**src/rtl/trig_cond_pkg.sv**
```systemverilog
package trig_cond_pkg;
  localparam int unsigned SRC_FRONT     = 0;
  localparam int unsigned SRC_LINE_BASE = 4000;

  typedef enum logic [2:0] {
    ACT_OFF  = 3'd0,
    ACT_HIGH = 3'd1,
    ACT_LOW  = 3'd2,
    ACT_RISE = 3'd3,
    ACT_FALL = 3'd4
  } act_e;

  function automatic logic act_is_edge(input logic [2:0] m);
    return (m == ACT_RISE) || (m == ACT_FALL);
  endfunction

  function automatic logic act_is_known(input logic [2:0] m);
    return (m >= 3'd1) && (m <= 3'd4);
  endfunction
endpackage

```
**src/rtl/trig_sync.sv**
```systemverilog
module trig_sync #(
  parameter int W = 1
) (
  input  logic         clk,
  input  logic         rst_n,
  input  logic [W-1:0] d,
  output logic [W-1:0] q
);
  logic [W-1:0] stage1_q;
  logic [W-1:0] stage2_q;

  always_ff @(posedge clk or negedge rst_n) begin
    if (!rst_n) begin
      stage1_q <= '0;
      stage2_q <= '0;
    end else begin
      stage1_q <= d;
      stage2_q <= stage1_q;
    end
  end

  assign q = stage2_q;
endmodule

```
**src/rtl/trig_sampler.sv**
```systemverilog
module trig_sampler (
  input  logic clk,
  input  logic rst_n,
  input  logic use_ref,
  input  logic ref_s,
  input  logic din,
  output logic take_d,
  output logic cur,
  output logic prev
);
  logic take;
  logic ref_prev_q, ref_prev_d;
  logic cur_q, cur_d;
  logic prev_q, prev_d;
  logic take_q, take_nx;

  // sample strobe: every cycle, or one cycle per detected reference rise
  assign take = use_ref ? (ref_s & ~ref_prev_q) : 1'b1;

  always_comb begin
    ref_prev_d = ref_s;
    take_nx    = take;
    cur_d      = cur_q;
    prev_d     = prev_q;
    if (take) begin
      cur_d  = din;
      prev_d = cur_q;
    end
  end

  always_ff @(posedge clk or negedge rst_n) begin
    if (!rst_n) begin
      ref_prev_q <= 1'b0;
      cur_q      <= 1'b0;
      prev_q     <= 1'b0;
      take_q     <= 1'b0;
    end else begin
      ref_prev_q <= ref_prev_d;
      cur_q      <= cur_d;
      prev_q     <= prev_d;
      take_q     <= take_nx;
    end
  end

  assign take_d = take_q;
  assign cur    = cur_q;
  assign prev   = prev_q;

  AST_REF_TAKE_SPACED: assert property (@(posedge clk) disable iff (!rst_n)
    (use_ref && $past(use_ref) && take) |-> !$past(take));
endmodule

```
**src/rtl/trig_detect.sv**
```systemverilog
module trig_detect
  import trig_cond_pkg::*;
(
  input  logic       clk,
  input  logic       rst_n,
  input  logic [2:0] mode,
  input  logic       valid,
  input  logic       take_d,
  input  logic       cur,
  input  logic       prev,
  output logic       trig
);
  logic trig_q, trig_d;

  always_comb begin
    trig_d = 1'b0;
    if (valid) begin
      case (mode)
        ACT_HIGH: trig_d = cur;
        ACT_LOW:  trig_d = ~cur;
        ACT_RISE: trig_d = take_d & cur & ~prev;
        ACT_FALL: trig_d = take_d & ~cur & prev;
        default:  trig_d = 1'b0;
      endcase
    end
  end

  always_ff @(posedge clk or negedge rst_n) begin
    if (!rst_n) trig_q <= 1'b0;
    else        trig_q <= trig_d;
  end

  assign trig = trig_q;

  AST_BAD_MODE_QUIET: assert property (@(posedge clk) disable iff (!rst_n)
    !act_is_known($past(mode)) |-> !trig_q);
  AST_RISE_NEEDS_TAKE: assert property (@(posedge clk) disable iff (!rst_n)
    ($rose(trig_q) && act_is_edge($past(mode))) |-> $past(take_d));
endmodule

```
**src/rtl/trig_cond.sv**
```systemverilog
module trig_cond
  import trig_cond_pkg::*;
#(
  parameter int NUM_BP = 8,
  parameter int SRC_W  = 16
) (
  input  logic              clk,
  input  logic              rst_n,
  input  logic              ref_clk_in,
  input  logic              trig_pin_in,
  output logic              trig_pin_out,
  output logic              trig_pin_oe,
  input  logic [NUM_BP-1:0] bp_trig_in,
  input  logic [SRC_W-1:0]  cfg_src,
  input  logic [2:0]        cfg_mode,
  input  logic              cfg_sync,
  input  logic              cfg_dir,
  input  logic              sw_out_val,
  output logic              rd_pin,
  output logic              trig_out
);
  localparam int IDX_W = (NUM_BP > 1) ? $clog2(NUM_BP) : 1;

  // reset: asserted asynchronously, released on the clock
  logic rst_meta_q, rst_sn;
  always_ff @(posedge clk or negedge rst_n) begin
    if (!rst_n) begin
      rst_meta_q <= 1'b0;
      rst_sn     <= 1'b0;
    end else begin
      rst_meta_q <= 1'b1;
      rst_sn     <= rst_meta_q;
    end
  end

  logic              pin_s;
  logic [NUM_BP-1:0] line_s;
  logic              ref_s;

  trig_sync #(.W(1)) u_pin_sync (
    .clk(clk), .rst_n(rst_sn), .d(trig_pin_in), .q(pin_s));
  trig_sync #(.W(NUM_BP)) u_line_sync (
    .clk(clk), .rst_n(rst_sn), .d(bp_trig_in), .q(line_s));
  trig_sync #(.W(1)) u_ref_sync (
    .clk(clk), .rst_n(rst_sn), .d(ref_clk_in), .q(ref_s));

  // source decode
  logic [SRC_W-1:0] line_off;
  logic [IDX_W-1:0] line_idx;
  logic             is_line, is_front, src_valid, use_ref, sel_raw;

  assign line_off  = cfg_src - SRC_W'(SRC_LINE_BASE);
  assign is_line   = (cfg_src >= SRC_W'(SRC_LINE_BASE)) && (line_off < SRC_W'(NUM_BP));
  assign is_front  = (cfg_src == SRC_W'(SRC_FRONT));
  assign line_idx  = line_off[IDX_W-1:0];
  assign src_valid = is_line | (is_front & cfg_dir);
  assign use_ref   = is_line | cfg_sync;
  assign sel_raw   = is_line ? line_s[line_idx] : pin_s;

  logic take_d, cur, prev;

  trig_sampler u_sampler (
    .clk(clk), .rst_n(rst_sn), .use_ref(use_ref), .ref_s(ref_s),
    .din(sel_raw), .take_d(take_d), .cur(cur), .prev(prev));

  trig_detect u_detect (
    .clk(clk), .rst_n(rst_sn), .mode(cfg_mode), .valid(src_valid),
    .take_d(take_d), .cur(cur), .prev(prev), .trig(trig_out));

  // software GPIO view of the pin
  assign trig_pin_oe  = ~cfg_dir;
  assign trig_pin_out = sw_out_val;
  assign rd_pin       = cfg_dir ? pin_s : sw_out_val;

  AST_BAD_SRC_QUIET: assert property (@(posedge clk) disable iff (!rst_sn)
    !$past(src_valid) |-> !trig_out);
  AST_EDGE_SINGLE: assert property (@(posedge clk) disable iff (!rst_sn)
    ($past(trig_out) && act_is_edge($past(cfg_mode))
     && ($past(cfg_mode, 2) == $past(cfg_mode))
     && ($past(cfg_src, 2) == $past(cfg_src))
     && ($past(cfg_sync, 2) == $past(cfg_sync))) |-> !trig_out);
  AST_RESET_LOW: assert property (@(posedge clk)
    !rst_sn |=> (!rst_sn || !trig_out) );
endmodule

```
**config.mk**
```make
export PLATFORM = sky130hd
export DESIGN_NAME = trig_cond
export DESIGN_NICKNAME = d
export VERILOG_FILES = /design/src/rtl/trig_cond_pkg.sv /design/src/rtl/trig_sync.sv /design/src/rtl/trig_sampler.sv /design/src/rtl/trig_detect.sv /design/src/rtl/trig_cond.sv
export SDC_FILE = /design/constraint.sdc
export NUM_CORES = 1
export LEC_CHECK = 0
export CAP_MARGIN = 0
export CELL_PAD_IN_SITES_DETAIL_PLACEMENT = 1
export CELL_PAD_IN_SITES_GLOBAL_PLACEMENT = 2
export CORE_MARGIN = 1.5
export CORE_UTILIZATION = 25
export DETAILED_ROUTE_END_ITERATION = 12
export PLACE_DENSITY_LB_ADDON = 0.1
export SYNTH_ARGS = -nofsm -noshare
export SYNTH_HDL_FRONTEND = slang
export SYNTH_HIERARCHICAL = 1
export SYNTH_SLANG_ARGS = --single-unit
export TNS_END_PERCENT = 5
```
**constraint.sdc**
```tcl
create_clock -name clk -period 0.85 [get_ports clk]
set_input_delay 0.17 -clock clk [delete_from_list [all_inputs] [get_ports clk]]
set_output_delay 0.17 -clock clk [all_outputs]
set_load 0.02 [all_outputs]
```
# Yosys cells after proc, flatten, opt, wreduce, memory -nomap -nowiden
# Index checks and enable logic that the tools add are counted.
totals:
  register_bits: 27
  in_bits: 34
  word_cells: 42
op_classes:
  add_sub_neg: 1
  magnitude_cmp: 3
  eq_ne: 4
  n_mux: 7
  bitwise_logic: 12
  reduce_logical: 2
op_table:
  columns: ["cell", "count"]
  rows:
  - ["$ge A16 B12 Y1 const B", 1]
  - ["$logic_not A16 Y1", 1]
  - ["$lt A16 B4 Y1 const B", 1]
  - ["$sub A16 B12 Y16 const B", 1]
  - ["$and A1 B1 Y1", 6]
  - ["$eq A3 B2 Y1 const B", 2]
  - ["$mux W1", 5]
  - ["$lt A3 B4 Y1 const B", 1]
  - ["$not A1 Y1", 4]
  - ["$pmux W1 S4", 1]
  - ["$bmux W1 S3", 1]
  - ["$eq A3 B1 Y1 const B", 1]
  - ["$eq A3 B3 Y1 const B", 1]
  - ["$or A1 B1 Y1", 2]
  - ["$logic_and A1 B1 Y1", 1]

# Depth between registers and ports, before layout
# Gate-level depths: netlist of run 1.
depth:
  ltp_word: 5
  depth_mapped: 9
  ltp_nobuf: 9

# Cells and area by module
# The synthesis of run 1 kept the hierarchy.
by_module_without_submodules:
  columns: ["mod", "instances", "cells_per_inst", "area_each_um2"]
  rows:
  - ["trig_sync at u_line_sync", 1, 16, 400.4]
  - ["trig_cond", 1, 42, 370.4]
  - ["trig_sampler", 1, 8, 135.1]
  - ["trig_sync at u_pin_sync ...", 2, 2, 50.0]
  - ["trig_detect", 1, 9, 86.3]

# Least setup slack after synthesis of run 1
# No wires, ideal clock.
synth_path:
  path_kind: "input to register"
  from: "input port cfg_src[5]"
  to: "register u_sampler.cur_q (netlist: u_sampler/cur)"
  setup_ns: 0.125
  arrival_time_ns: 1.732
  required_ns: 0.725
  setup_slack_ns: -1.006
  cell_stages: 9
  path_buffers: 0
  cell_sequence: "inv_1 -> ha_1 -> and4b_1 -> a21oi_1 -> a41o_1 -> and4_4 -> or2_1 -> o21ai_2 -> mux2_2"
synth_between:
  elab_chain_len: 5
  word_cells_on_any_way: 7
synth_lines:
  columns: ["item", "line_no", "source"]
  rows:
  - ["from (decl)", "trig_cond.sv:14", "input logic [SRC_W-1:0] cfg_src,"]
  - ["$sub A16 B12 Y16", "trig_cond.sv:52", "assign line_off = cfg_src - SRC_W'(SRC_LINE_BASE);"]
  - ["$lt A16 B4 Y1", "trig_cond.sv:53", "assign is_line = (cfg_src >= SRC_W'(SRC_LINE_BASE)) && (line_off < SRC_W'(NUM_BP));"]
  - ["$logic_and A1 B1 Y1 *", "trig_cond.sv:53", null]
  - ["$or A1 B1 Y1 *", "trig_cond.sv:57", "assign use_ref = is_line | cfg_sync;"]
  - ["named net use_ref", "trig_cond.sv:50", "logic is_line, is_front, src_valid, use_ref, sel_raw;"]
  - ["$mux W1 *", "trig_sampler.sv:18", "assign take = use_ref ? (ref_s & ~ref_prev_q) : 1'b1;"]
  - ["named net u_sampler.take", "trig_sampler.sv:11", "logic take;"]
  - ["to (signal assigned)", "trig_sampler.sv:39", "cur_q <= cur_d;"]
  - ["to (decl)", "trig_sampler.sv:13", "logic cur_q, cur_d;"]
# The timed path passes the listed nets; every way through them passes the cells marked *.
# A chain may end at the register's enable or synchronous reset.

# Final worst setup path of run 1
layout_path:
  from: "register u_line_sync.stage2_q[7] (netlist: u_line_sync/q[7])"
  to: "register u_sampler.cur_q (netlist: u_sampler/cur)"
layout_between:
  elab_chain_len: 3
layout_lines:
  columns: ["item", "line_no", "source"]
  rows:
  - ["from (decl)", "trig_sync.sv:10", "logic [W-1:0] stage2_q;"]
  - ["from (signal assigned)", "trig_sync.sv:18", "stage2_q <= stage1_q;"]
  - ["$bmux W1 S3", "trig_cond.sv:58", "assign sel_raw = is_line ? line_s[line_idx] : pin_s;"]
  - ["$mux W1 (not written as such)", "trig_cond.sv:58", null]
  - ["$mux W1", "trig_cond.sv:58", null]
  - ["named net sel_raw", "trig_cond.sv:50", null]
# The timed path passes the listed nets, and every way through them passes these cells. The select of a mux whose other input is x is not followed.

==> flow_metrics.py, run 1 <==
metrics = {
    "run_status": {
        "outcome": "finished, violations left",
        "violations": "setup timing",
    },
    "floorplanning": {
        "die_h_um": 69.1,
        "rows": 23,
        "coreArea_sq_mm": 0.00409,
        "die_w_um": 69.1,
        "die_area_sq_mm": 0.00477,
        "ios": 38,
        "initial_core_util_pct": 26.7,
    },
    "synthesis": {
        "synth_top_area_share_pct": 61.9,
        "ys_ff_latch": 27,
        "synth_common_cells": "dfrtp_1, a21oi_1, inv_1, mux2_2, nor4_1",
        "syn_nets": 114,
        "synth_top_area_cell": "dfrtp_1",
        "synth_edf_count": 0,
        "yosysMostFrequentCell": "dfrtp_1",
        "synth_ff_type": "dfrtp_1",
        "syn_area_per_cell_sq_um": 13.8,
        "ys_seq_area_share_pct": 61.9,
        "async_reset_ff_share_pct": 100,
        "netlist_instances": 79,
        "ys_warn_count": 6,
        "yosysUniqueCellTypes": 34,
        "synthTopCellsByArea": "dfrtp_1, mux2_2, mux4_2",
        "syn_area_sq_mm": 0.00109,
    },
    "job": {
        "maxCapViolations": 0,
    },
    "global_route": {
        "antenna_found_initial": 0,
        "grt_usage_pct": 11.7,
        "grt_pass1_wl_mm": 4.54,
        "grt_pass1_vias": 1003,
        "overflow": 0,
        "grt_max_degree": 22,
    },
    "power_and_ir_drop": {
        "vdd_drop_max_v": 0.000875,
        "p_leak_nw": 0.820,
        "power.density_mw_per_mm2": 1420,
    },
    "cts": {
        "cts_tree": "done",
        "cts_buffers": 3,
        "cts.sinks": 27,
        "clockRootBuffer": "clkbuf_8",
        "clockBufferDepth": 2,
        "clk_latency_ns": 0.26,
        "htree_levels": 1,
        "path_clk_slew_ns": 0.09,
    },
    "final_layout": {
        "layout-area-overhead-vs-synth_pct": 67.6,
        "nets": 181,
        "diodes": 0,
        "fillers": 429,
        "drive_gt1_share_pct": 43.4,
    },
    "timing": {
        "fmax_mhz": 581,
        "fin_crit_ns": 1.72,
        "setup_ws_ns": -0.872,
        "fin_crit_sh_pct": 203,
        "setup_violations": 6,
        "hold_violations": 0,
        "skew_ns": 0.00367,
        "rsz0062_at_grt": "true",
        "setup-tns-final_ns": -3.16,
        "final_max_slew_viol_count": 0,
        "holdWs_ns": 0.0531,
    },
    "critical_path": {
        "cp_num_buf_inv": 0,
        "cp_max_fo": 1,
        "crit_required_ns": 1.01,
        "cp_data_arrival_time_ns": 1.88,
        "worstReg2RegStart": "u_line_sync/q[7]",
        "path_cells": "mux4_2 -> mux2_4 -> mux2_4 -> mux2_4",
        "cp_slowest_stage_delay_ns": 0.47,
        "end_kind": "flop",
        "crit_path_start": "u_line_sync/q[7]",
        "cp_top_family": "multiplexers",
        "crit_type": "flop to flop",
        "path_common_cell": "mux2_4",
        "cp_slowest_cell": "mux4_2",
        "cp-start-kind": "flop",
    },
    "drt": {
        "antenna_left": 0,
        "wl_per_cell_um": 13.7,
        "drcViolationCount": 0,
        "totalWireLength_mm": 2.66,
        "viasPerCell": 4.54,
        "vias": 886,
        "firstDrtPassIters": 4,
        "drtIter0Drc": 44,
    },
    "placement": {
        "io_buffers": 37,
        "gp_congestion": 0.762,
        "place_hpwl_mm": 2.17,
    },
    "min_path": {
        "worstHoldPathType": "primary input to async pin",
    },
}
layout make-up:
class | count | area (sq um) | share of cell area, %
flip-flops and latches | 27 | 676 | 36.9
clock buffers | 4 | 45.0 | 2.46
multi-input cells | 47 | 458 | 25.0
repair buffers | 63 | 557 | 30.4
inverters | 4 | 32.5 | 1.78
well taps | 50 | 62.6 | 3.42
worst register-to-register path: cells and delay by family, from the launching register on:
family / cells / cell delay (ns)
multiplexers: 4 / 1.25
flip-flops: 1 / 0.37
worst paths after layout:
path | to | cells past startpoint | slack (ns)
worst max-delay path | u_sampler/cur | 4 | -0.87
min in group clk | u_pin_sync/stage1_q | 1 | 0.34
worst max register to register | u_sampler/cur | 4 | -0.87
worst min register to register | u_detect/trig | 0 | 0.11
worst min-delay path | rst_meta_q | 1 | 0.05
max in group asynchronous | u_line_sync/stage1_q[4] | 1 | 0.35
state kept, by name, summed over array words and instances (netlist names):
register              cells
u_line_sync/q             8
u_line_sync/stage1_q      8
rst_meta_q                1
rst_sn                    1
u_detect/trig             1
u_pin_sync/q              1
u_pin_sync/stage1_q       1
u_ref_sync/q              1
u_ref_sync/stage1_q       1
u_sampler/cur             1
u_sampler/prev            1
u_sampler/ref_prev_q      1
u_sampler/take_d          1
cells by family after synthesis:
kind of cell             after synthesis  synth area share [%]
other                                  1                 0.343
multiplexers                           7                  9.62
buffers and inverters                  5                  2.06
AND/OR/NAND/NOR                       20                  12.0
XOR/XNOR                               3                  2.41
flip-flops                            27                  61.9
AO/OA/AOI/OAI                         14                  9.62
adder cells (fa/ha/maj)                2                  2.06
cells in the final DEF (no fill, tap or decap), types with 2 or more instances in the layout:
cell type	count
a21oi_1	3
a41o_1	2
buf_12	2
buf_2	4
buf_4	25
buf_6	2
clkbuf_2	2
clkbuf_8	3
clkdlybuf4s15_1	3
clkdlybuf4s50_1	17
dfrtp_1	27
dlygate4sd2_1	7
mux2_4	4
mux4_2	2
nand3_1	2
nand3b_1	2
nor3_2	2
nor4_1	3
o21ai_0	2
xnor2_1	2
layer usage:
layer | wire [um] | track usage (%) | vias to the layer above
li1 | - | - | 420
met1 | 1140 | 14.9 | 430
met2 | 1330 | 18.9 | 30
met3 | 135 | 3.07 | 6
met4 | 55 | 4.79 | 0
met5 | 0 | 0 | -
power by group:
group	leakage, nW	internal, mW	switching (mW)	total (mW)
clock	0.0228	0.335	0.360	0.695
combinational	0.481	0.322	0.192	0.515
sequential	0.316	1.35	0.0301	1.38
total	0.820	2.01	0.582	2.59
metrics by stage:
step / total power [mW] / instance area (sq um) / instances / util (%) / setup WS [ns]
final: 2.59 / 1830 / 195 / 44.8 / -0.872
after global placement: 1.91 / 1750 / 189 / 42.8 / -1.65
after floorplan: 1.57 / 1130 / 79 / - / -0.923
after global routing: 2.72 / 1830 / 195 / 44.8 / -0.908
after detailed placement: 1.92 / 1750 / 189 / 42.8 / -1.70
after CTS: 2.62 / 1800 / 195 / 44.0 / -0.885
timing repair:
action	4_1_cts	5_1_grt
gates resized for setup	57	13
hold buffers	0	0
setup buffers	2	0
pin swaps	9	5
setup endpoints to repair	8	6
Note: power is estimated with default switching activity, not from simulation.
==> inputs of run 2 (changes only) <==
--- a/config.mk
+++ b/config.mk
@@ -6,12 +6,11 @@
 export NUM_CORES = 1
 export LEC_CHECK = 0
 export CAP_MARGIN = 0
-export CELL_PAD_IN_SITES_DETAIL_PLACEMENT = 1
-export CELL_PAD_IN_SITES_GLOBAL_PLACEMENT = 2
 export CORE_MARGIN = 1.5
-export CORE_UTILIZATION = 25
+export CORE_UTILIZATION = 39
 export DETAILED_ROUTE_END_ITERATION = 12
-export PLACE_DENSITY_LB_ADDON = 0.1
+export PLACE_DENSITY = 0.73
+export SETUP_SLACK_MARGIN = 0.05
 export SYNTH_ARGS = -nofsm -noshare
 export SYNTH_HDL_FRONTEND = slang
 export SYNTH_HIERARCHICAL = 1
==> run 2 against run 1 <==
  * The run still ends with setup timing left
  * Sequential share of layout area is 1.8 points higher
  * Critical path depth stayed put
  * Register-to-register slack hardly changed
  * Largest cell class unchanged
  * Hold slack better by 0.0016 ns
  * Clock-buffer cell count stayed put
  * Clock skew is 0.013 ns higher
  * Highest routed layer unchanged
==> flow_metrics.py, run 2 (same netlist as run 1, synthesis figures left out) <==
metrics = {
    "final_layout": {
        "layout-area-overhead-vs-synth_pct": 59.7,
        "drive_gt1_share_pct": 38.3,
        "fin_area_sq_mm": 0.00174,
        "layout_commonest_cell": "dfrtp_1",
        "final_cells": 172,
        "diodes": 0,
        "most-common-layout-cells": "dfrtp_1, buf_4, clkdlybuf4s50_1",
        "nets": 177,
    },
    "power_and_ir_drop": {
        "power.density_mw_per_mm2": 1370,
        "total_power_mw": 2.38,
        "pwr-share-clk_pct": 21.4,
        "vdd_drop_max_v": 0.00137,
        "p_leak_nw": 0.790,
        "internal_power_mw": 1.84,
        "combinationalPowerShare_pct": 20.7,
        "power_switching_mw": 0.540,
        "p_sw_share_pct": 22.7,
        "p_seq_share_pct": 58.0,
    },
    "global_route": {
        "grt_pass1_wl_mm": 4.06,
        "grt_usage_pct": 17.2,
        "antenna_found_initial": 0,
        "overflow": 0,
        "grt_max_degree": 25,
        "grt_pass1_vias": 930,
    },
    "drt": {
        "vias": 869,
        "antenna_left": 0,
        "firstDrtPassIters": 4,
        "drcViolationCount": 0,
        "wl_per_cell_um": 13.6,
        "drtIter0Drc": 13,
        "viasPerCell": 5.05,
        "totalWireLength_mm": 2.34,
    },
    "placement": {
        "place_ws_ns": -1.70,
        "placed_area_sq_mm": 0.00169,
        "place_inst": 165,
        "place_hpwl_mm": 1.88,
        "io_buffers": 37,
        "gp_congestion": 0.817,
    },
    "timing": {
        "setup_violations": 7,
        "fmax_mhz": 577,
        "fin_crit_ns": 1.73,
        "final_max_slew_viol_count": 0,
        "fin_crit_sh_pct": 204,
        "hold_violations": 0,
        "setup_ws_ns": -0.884,
        "rsz0062_at_grt": "true",
        "skew_ns": 0.0167,
    },
    "run_status": {
        "violations": "setup timing",
        "outcome": "finished, violations left",
    },
    "floorplanning": {
        "die_w_um": 55.9,
        "die_h_um": 55.9,
        "coreArea_sq_mm": 0.00271,
        "rows": 19,
        "ios": 38,
        "initial_core_util_pct": 40.3,
        "die_area_sq_mm": 0.00313,
    },
    "job": {
        "maxCapViolations": 0,
    },
    "cts": {
        "htree_levels": 1,
        "cts.sinks": 27,
        "cts_buffers": 3,
        "path_clk_slew_ns": 0.14,
        "cts_tree": "done",
        "clockRootBuffer": "clkbuf_4",
        "clockBufferDepth": 2,
        "clk_latency_ns": 0.31,
    },
    "critical_path": {
        "cp_data_arrival_time_ns": 1.95,
        "cp-start-kind": "flop",
        "end_kind": "flop",
        "cp_max_fo": 1,
        "crit_type": "flop to flop",
        "crit_required_ns": 1.07,
    },
    "min_path": {
        "worstHoldPathType": "flop to async pin",
    },
}
==> run 2: per-layer routing <==
layer  global-route usage (%)  routed length (um)  vias to the layer above
li1                         -                   -                      412
met1                     20.3                 943                      415
met2                     30.8                1210                       38
met3                     3.49                 145                        4
met4                     6.46                  36                        0
met5                        0                   0                        -
==> run 2: repair_timing <==
item | in CTS | in global routing
pin swaps | 9 | 0
hold endpoints to repair | 2 | 0
setup endpoints to repair | 8 | 7
buffers inserted | 2 | 0
cloned | 0 | 0
hold buffers | 1 | 0
resized for setup | 62 | 2
==> run 2: cell type report <==
cell class | instances | area [sq um]
inverter | 4 | 32.5
fill | 225 | 966
clock buffer | 4 | 26.3
sequential | 27 | 676
multi-input combinational | 47 | 444
tap | 31 | 38.8
timing repair buffer | 59 | 527
==> run 2: worst paths after layout <==
check | cells after the start | slack (ns) | from | to
max reg2reg | 4 | -0.88 | u_line_sync/q[0] | u_sampler/cur
min | 0 | 0.05 | rst_sn | u_ref_sync/stage1_q
min in group clk | 1 | 0.27 | bp_trig_in[1] | u_line_sync/stage1_q[1]
max in group asynchronous | 2 | 0.21 | rst_n | rst_sn
max | 4 | -0.88 | u_line_sync/q[0] | u_sampler/cur
min reg2reg | 0 | 0.05 | rst_sn | u_ref_sync/stage1_q
==> run 2: stage by stage <==
step	setup TNS, ns	hold WS (ns)	utilization [%]
2_1_floorplan	-3.02	-0.126	-
3_3_place_gp	-8.25	0.0403	62.2
3_5_place_dp	-8.44	0.0466	62.2
4_1_cts	-3.42	0.0569	64.2
5_1_grt	-3.63	0.0610	64.4
6_report	-3.38	0.0547	64.4
==> run 2: power groups by stage <==
stage / Combinational (mW) / Clock, mW / Sequential [mW]
final: 0.492 / 0.509 / 1.38
after global routing: 0.536 / 0.605 / 1.39
after CTS: 0.495 / 0.532 / 1.38
after detailed placement: 0.491 / 0 / 1.41
after global placement: 0.476 / 0 / 1.40
after floorplan: 0.151 / 0 / 1.42
==> run 2: worst max-delay path, cell delays in order (launching register included) <==
cell,delay (ns)
dfrtp_1,0.38
mux4_2,0.44
mux2_4,0.29
mux2_4,0.26
mux2_4,0.26
==> inputs of run 3 (changes only) <==
--- a/config.mk
+++ b/config.mk
@@ -7,9 +7,10 @@
 export LEC_CHECK = 0
 export CAP_MARGIN = 0
 export CORE_MARGIN = 1.5
-export CORE_UTILIZATION = 39
+export CORE_UTILIZATION = 41
+export CTS_BUF_LIST = sky130_fd_sc_hd__clkbuf_8
 export DETAILED_ROUTE_END_ITERATION = 12
-export PLACE_DENSITY = 0.73
+export PLACE_DENSITY = 0.77
 export SETUP_SLACK_MARGIN = 0.05
 export SYNTH_ARGS = -nofsm -noshare
 export SYNTH_HDL_FRONTEND = slang
==> run 3 against run 2 <==
  * The run still ends with setup timing left
  * Core utilization rose by 6.3 points
  * Largest cell class unchanged
  * Global-route usage is 0.38 points lower
  * Maximum frequency increased by 0.40%
==> flow_metrics.py, run 3 (same netlist as run 1, synthesis figures left out) <==
metrics = {
    "run_status": {
        "outcome": "finished, violations left",
        "violations": "setup timing",
    },
    "global_route": {
        "antenna_found_initial": 0,
        "overflow": 0,
        "grt_max_degree": 25,
        "grt_pass1_wl_mm": 3.45,
        "grt_usage_pct": 16.8,
        "grt_pass1_vias": 834,
    },
    "power_and_ir_drop": {
        "combinationalPowerShare_pct": 19.4,
        "total_power_mw": 2.53,
        "pwr-share-clk_pct": 26.1,
        "power_switching_mw": 0.551,
        "internal_power_mw": 1.98,
        "p_seq_share_pct": 54.5,
        "p_leak_nw": 0.806,
        "power.density_mw_per_mm2": 1440,
        "vdd_drop_max_v": 0.00156,
        "p_sw_share_pct": 21.8,
    },
    "final_layout": {
        "fillers": 180,
        "multiInputGateArea_sq_um": 437,
        "fin_area_sq_mm": 0.00177,
        "regArea_sq_um": 676,
        "nets": 178,
        "layout_commonest_cell": "dfrtp_1",
        "most-common-layout-cells": "dfrtp_1, buf_4, clkdlybuf4s50_1",
        "layout-area-overhead-vs-synth_pct": 61.6,
        "drive_gt1_share_pct": 39.4,
        "diodes": 0,
        "final_cells": 172,
    },
    "placement": {
        "place_hpwl_mm": 1.79,
        "gp_congestion": 0.715,
        "io_buffers": 37,
        "placed_area_sq_mm": 0.00169,
        "place_inst": 165,
    },
    "cts": {
        "clockBufferDepth": 2,
        "path_clk_slew_ns": 0.08,
        "clk_latency_ns": 0.26,
        "cts.sinks": 27,
        "clockRootBuffer": "clkbuf_8",
        "htree_levels": 1,
        "cts_tree": "done",
        "cts_buffers": 3,
    },
    "drt": {
        "viasPerCell": 4.97,
        "wl_per_cell_um": 13.4,
        "vias": 855,
        "totalWireLength_mm": 2.31,
        "drcViolationCount": 0,
        "firstDrtPassIters": 4,
        "antenna_left": 0,
        "drtIter0Drc": 7,
    },
    "critical_path": {
        "cp_max_fo": 3,
        "cp-start-kind": "primary input",
        "crit_type": "primary input to flop",
        "crit_required_ns": 1.00,
        "cp_data_arrival_time_ns": 1.88,
        "end_kind": "flop",
    },
    "floorplanning": {
        "ios": 38,
        "die_area_sq_mm": 0.00298,
        "die_w_um": 54.6,
        "initial_core_util_pct": 43.7,
        "die_h_um": 54.6,
        "rows": 18,
        "coreArea_sq_mm": 0.00250,
    },
    "timing": {
        "holdWs_ns": 0.0504,
        "fmax_mhz": 579,
        "setup_ws_ns": -0.877,
        "final_max_slew_viol_count": 0,
        "setup_violations": 6,
        "hold_violations": 0,
        "skew_ns": 0.00434,
        "fin_crit_sh_pct": 203,
        "rsz0062_at_grt": "true",
        "fin_crit_ns": 1.73,
    },
    "job": {
        "maxCapViolations": 0,
    },
    "min_path": {
        "worstHoldPathType": "flop to async pin",
    },
}
## run 3: cell count changes in the layout (fill, tap and decap cells not counted), moves of 2 or more
cell / previous run / this run
buf_2: 5 / 3
clkdlybuf4s15_1: 0 / 2
clkbuf_8: 0 / 3
buf_4: 20 / 23
clkbuf_4: 3 / 0
dlygate4sd2_1: 10 / 8
## run 3: final cells by class
| class | count | area share (%) |
|---|---|---|
| clock buffers | 3 | 2.34 |
| clock inverters | 1 | 0.213 |
| inverters | 4 | 1.84 |
| multi-input cells | 47 | 24.7 |
| flip-flops and latches | 27 | 38.3 |
| well taps | 30 | 2.13 |
| repair buffers | 60 | 30.5 |
## run 3: routing by layer
metal	vias up	track usage (%)	wire (um)
met5	-	0	0
met4	0	7.50	25
met3	4	3.01	146
met2	30	30.4	1190
met1	401	19.1	953
li1	420	-	-
## run 3: per-stage QoR
stage | TNS [ns] | utilization [%] | setup WS [ns]
after floorplan | -3.02 | - | -0.923
after global routing | -3.54 | 70.6 | -0.917
after CTS | -3.26 | 70.2 | -0.881
after detailed placement | -8.60 | 67.7 | -1.71
after global placement | -8.42 | 67.7 | -1.65
final | -3.33 | 70.6 | -0.877
## run 3: worst paths after layout
kind | startpoint | end | slack, ns | cells past startpoint
worst max-delay path | cfg_src[9] | u_sampler/cur | -0.88 | 8
min in group clk | bp_trig_in[1] | u_line_sync/stage1_q[1] | 0.34 | 1
worst min-delay path | rst_sn | u_ref_sync/stage1_q | 0.05 | 0
worst min register to register | rst_sn | u_ref_sync/stage1_q | 0.05 | 0
max in group asynchronous | rst_sn | u_line_sync/q[6] | 0.46 | 1
worst max register to register | u_line_sync/q[7] | u_sampler/cur | -0.87 | 4
## run 3: power groups by stage
stage | clock, mW | combinational (mW) | sequential (mW)
3_3_place_gp | 0 | 0.476 | 1.40
4_1_cts | 0.688 | 0.489 | 1.38
5_1_grt | 0.744 | 0.531 | 1.39
6_report | 0.662 | 0.491 | 1.38
3_5_place_dp | 0 | 0.491 | 1.41
2_1_floorplan | 0 | 0.151 | 1.42
## run 3: repair_timing
action | in CTS | in global routing
setup endpoints to repair | 8 | 8
gates cloned | 0 | 0
gates resized for setup | 60 | 4
hold buffers | 0 | 0
pin swaps | 9 | 1
hold endpoints to repair | 0 | 0
setup buffers | 2 | 1
## run 3: worst max-delay path, stage by stage
cell           delay [ns]
dlygate4sd2_1        0.26
and4b_1              0.26
buf_4                0.15
a41o_1               0.21
and4_4               0.19
or2_1                0.22
o21ai_2              0.10
mux2_4               0.32
